**config.mk**
```make
export PLATFORM = sky130hd
export DESIGN_NAME = bus_alu
export DESIGN_NICKNAME = d
export VERILOG_FILES = /design/src/rtl/bus_alu.sv
export SDC_FILE = /design/constraint.sdc
export NUM_CORES = 1
export LEC_CHECK = 0
export BUFFER_PORTS_ARGS = -buffer_cell sky130_fd_sc_hd__buf_4
export CAP_MARGIN = 20
export CORE_MARGIN = 1.5
export CORE_UTILIZATION = 50
export CTS_CLUSTER_DIAMETER = 120
export DETAILED_ROUTE_END_ITERATION = 7
export GPL_TIMING_DRIVEN = 0
export MAX_ROUTING_LAYER = met4
export PLACE_DENSITY_LB_ADDON = 0.25
export RECOVER_POWER = 25
export SLEW_MARGIN = 20
export SYNTH_ARGS = -nofsm -noshare
export SYNTH_HDL_FRONTEND = slang
export SYNTH_SLANG_ARGS = --single-unit
export TNS_END_PERCENT = 20
```
**constraint.sdc**
```tcl
create_clock -name clk -period 5 [get_ports clk]
set_input_delay 1.25 -clock clk [delete_from_list [all_inputs] [get_ports clk]]
set_output_delay 1.25 -clock clk [all_outputs]
set_load 0.02 [all_outputs]
```
**src/rtl/bus_alu.sv**
```systemverilog
module bus_alu #(
  parameter int W = 16
) (
  input  logic         clk,
  input  logic         rst_n,
  input  logic         load_en,
  input  logic         drive_en,
  input  logic [W-1:0] bus_in,
  input  logic [1:0]   fn_sel,
  input  logic         inv_in,
  input  logic         carry_in,
  output logic [W-1:0] bus_out,
  output logic         flag_cy,
  output logic         flag_z,
  output logic         flag_ov
);
  localparam logic [1:0] FN_LOAD = 2'b00;
  localparam logic [1:0] FN_ADD  = 2'b01;
  localparam logic [1:0] FN_XOR  = 2'b10;

  logic [W-1:0] acc, opnd, res;
  logic [W:0]   sum;
  logic         cy_nx, ov_nx;

  assign opnd = inv_in ? ~bus_in : bus_in;
  assign sum  = {1'b0, acc} + {1'b0, opnd} + {{W{1'b0}}, carry_in};

  always_comb begin
    cy_nx = 1'b0;
    ov_nx = 1'b0;
    case (fn_sel)
      FN_LOAD: res = opnd;
      FN_ADD: begin
        res   = sum[W-1:0];
        cy_nx = sum[W];
        ov_nx = (acc[W-1] == opnd[W-1]) && (sum[W-1] != acc[W-1]);
      end
      FN_XOR:  res = acc ^ opnd;
      default: res = carry_in ? (acc | opnd) : (acc & opnd);
    endcase
  end

  always_ff @(posedge clk) begin
    if (!rst_n) begin
      acc     <= '0;
      flag_cy <= 1'b0;
      flag_z  <= 1'b0;
      flag_ov <= 1'b0;
    end else if (load_en) begin
      acc     <= res;
      flag_cy <= cy_nx;
      flag_z  <= (res == '0);
      flag_ov <= ov_nx;
    end
  end

  assign bus_out = drive_en ? acc : '0;
endmodule

```
==> results by group <==
Detailed routing
  • Detail Route Antenna Nets: 0
  • Initial DRC Count: 306
  • DR vias/cell: 5.69
  • Vias: 2669
  • DR pass1 iterations: 4
  • Detailed Route WL: 7580 um
  • DRC Markers: 0
  • DR WL/cell: 16.2 um

Logic synthesis
  • Register area share after synthesis: 14.0%
  • Synthesized cell area: 2710 sq um
  • Top_reg_cell synth: dfxtp_1
  • Flops & latches, synth: 19
  • Cells after Synth: 355
  • EDFF count, synth: 0
  • Post-synth cell types: 56
  • Post-Syn Area per Cell: 7.63 sq um
  • Fraction of registers with async set/reset: 0%
  • Ys Warns: 0
  • Net Count, Synth: 413

Cells and area
  • Final net count: 458
  • Fillcell total: 492
  • Area delta synth->final: 14.8%
  • Non-filler cells, final: 469
  • Fraction of layout instances using a drive strength above 1: 14.0%
  • Design Area, Final: 3110 sq um
  • FF/Latch Area: 380 sq um
  • Most common cell after layout, fill and taps aside: inv_1
  • Multi-input logic area: 2120 sq um
  • Most frequent cells in the layout: 37 x inv_1, 32 x ha_1, 31 x buf_4, 30 x nand2_1, 30 x a21oi_1
  • N_diodes: 0
  • Core Util, Final: 60.1%

Timing
  • Slew HR: 55.6%
  • Fmax: 0.216 GHz
  • Final Hold Fails: 0
  • Final Max Tran Viols: 0
  • RSZ-0062 raised after global routing: no
  • Slew @ Worst Pin: 0.667 ns
  • Setup violators final: 0
  • Tmin final: 4.63 ns
  • Clk_skew: 0.00156 ns
  • Tcrit/Tclk final: 92.7%

Power
  • Power Density: 221 nW/um^2
  • Max IR drop VDD: 0.192 mV
  • Leak Pwr: 0.00148 uW
  • Final total power: 687 uW

Die
  • Chip Height: 76.6 um
  • Io pins: 43
  • Die Footprint: 5870 sq um
  • Chip width: 76.6 um
  • Row count: 26
  • Area of the core: 5170 sq um
  • Initial Util: 52.3%

Critical path
  • Worst Path Required: 5.19 ns
  • CP startpoint kind: input pin
  • Worst Path Arrival: 4.82 ns
  • Critical path capture point type: flop
  • CP Class: input pin to flop
  • Critical path fanouts, max: 10

GRT
  • Pin count of the biggest net entering global routing: 11
  • Overall global routing resource usage: 26.6%
  • First-pass GRT wire length: 12300 um
  • Vias in the first global route: 2475
  • Antenna violations before repair: 0
  • GRT overflow: 0

Clock tree
  • Clock transition at path regs: 0.07 ns
  • H-tree Lvls: 1
  • TritonCTS Buffers: 3
  • Worst-Skew Late Latency: 0.25 ns
  • Post-CTS setup buffers: 0
  • CTS Sinks: 19
  • CTS tree: built
  • CTS Root Cell: clkbuf_8
  • CTS max path bufs: 2

Placement
  • IO buf count: 40
  • Dpl cells: 465
  • Placer Congestion: 0.906
  • Post-detail-place hpwl: 5960 um
  • Area after DPL: 3100 sq um

Run status
  • Status: completed

Job
  • Max cap viols: 0

Hold path
  • Worst min path class: flop to flop
## Yosys cell counts (2+ instances only)
master / number / area share [%]
buf_2: 3 / 0.55
a21oi_1: 30 / 5.5
nand3_1: 2 / 0.37
buf_1: 2 / 0.28
nor3_1: 3 / 0.55
o22ai_1: 6 / 1.4
mux4_2: 4 / 3.3
clkbuf_1: 11 / 1.5
o2111ai_1: 2 / 0.65
o21a_1: 5 / 1.4
nand2b_1: 5 / 1.2
or3_1: 2 / 0.46
and3_1: 3 / 0.69
or2_2: 2 / 0.46
fa_1: 2 / 1.5
ha_1: 32 / 15
mux2i_1: 13 / 4.8
a31oi_1: 2 / 0.46
xnor2_1: 6 / 1.9
dfxtp_1: 19 / 14
o211ai_1: 3 / 0.83
xor2_1: 16 / 5.2
nor2b_1: 10 / 2.3
o31a_1: 2 / 0.65
nor2_1: 19 / 2.6
nor4_1: 3 / 0.69
o211a_1: 6 / 2.2
a21o_1: 6 / 1.7
o21ai_0: 23 / 4.3
and2_1: 22 / 5.1
nand2_1: 30 / 4.2
inv_1: 37 / 5.1
## stage by stage
step | hold WS, ns | setup TNS, ns | worst slack [ns]
after floorplan | 0.494 | 0 | 0.620
final | 0.487 | 0 | 0.366
after CTS | 0.493 | 0 | 0.167
after global placement | 0.475 | -0.0533 | -0.0533
after global routing | 0.503 | 0 | 0.193
after detailed placement | 0.479 | -0.0722 | -0.0722
## worst paths after layout
path,startpoint,endpoint,slack [ns],cells past startpoint
worst max-delay path,carry_in,flag_z$_SDFFE_PN0P_,0.37,14
worst min-delay path,flag_z$_SDFFE_PN0P_,flag_z$_SDFFE_PN0P_,0.49,2
worst max register to register,acc[0]$_SDFFE_PN0P_,flag_z$_SDFFE_PN0P_,1.66,12
worst min register to register,flag_z$_SDFFE_PN0P_,flag_z$_SDFFE_PN0P_,0.49,2
## power breakdown
part,switching (uW),internal (uW)
combinational,228,170
sequential,17.0,166
clock,49.4,56.7
## cell families (layout without fill, tap and decap cells)
logic type | count (synthesis) | after routing | synth area share [%]
compound gates | 101 | 101 | 25.6
xor+xnor | 22 | 22 | 7.12
fa+ha+maj | 34 | 34 | 16.3
buf+inv | 53 | 97 | 7.49
flops | 19 | 19 | 14.0
mux | 18 | 18 | 8.55
simple gates | 108 | 108 | 20.9
## cell type report
type	instances	area share, %
multi-input cells	283	68.4
flip-flops and latches	19	12.2
repair buffers	40	8.57
inverters	37	4.47
well taps	70	2.82
plain buffers	16	2.09
clock buffers	4	1.45
## routing by layer
metal  part of all wire (%)  GRT usage, %  vias to the layer above
li1                       -             -                     1328
met1                     47          38.6                     1240
met2                     44          40.5                       94
met3                    7.2         0.719                        7
met4                    1.0          7.41                        0
met5                      0             -                        -
## critical path: stages
cell       delay, ns
clkbuf_2        0.21
inv_1           0.19
clkbuf_1        0.30
fa_1            0.52
fa_1            0.43
nor2b_1         0.18
o2111ai_1       0.22
a211oi_2        0.35
o211ai_2        0.12
a21o_1          0.20
a31o_2          0.27
nor4_1          0.27
nand4bb_1       0.18
o22ai_2         0.11
## registers in the layout (all words and copies together) (netlist names)
name / flops
acc: 16
flag_cy: 1
flag_ov: 1
flag_z: 1
## timing repair
item                                    4_1_cts  5_1_grt
endpoints found under the setup margin        0        1
hold buffers                                  0        0
resized for setup                             0        2
No activity file was read; power rests on OpenSTA's default activity.
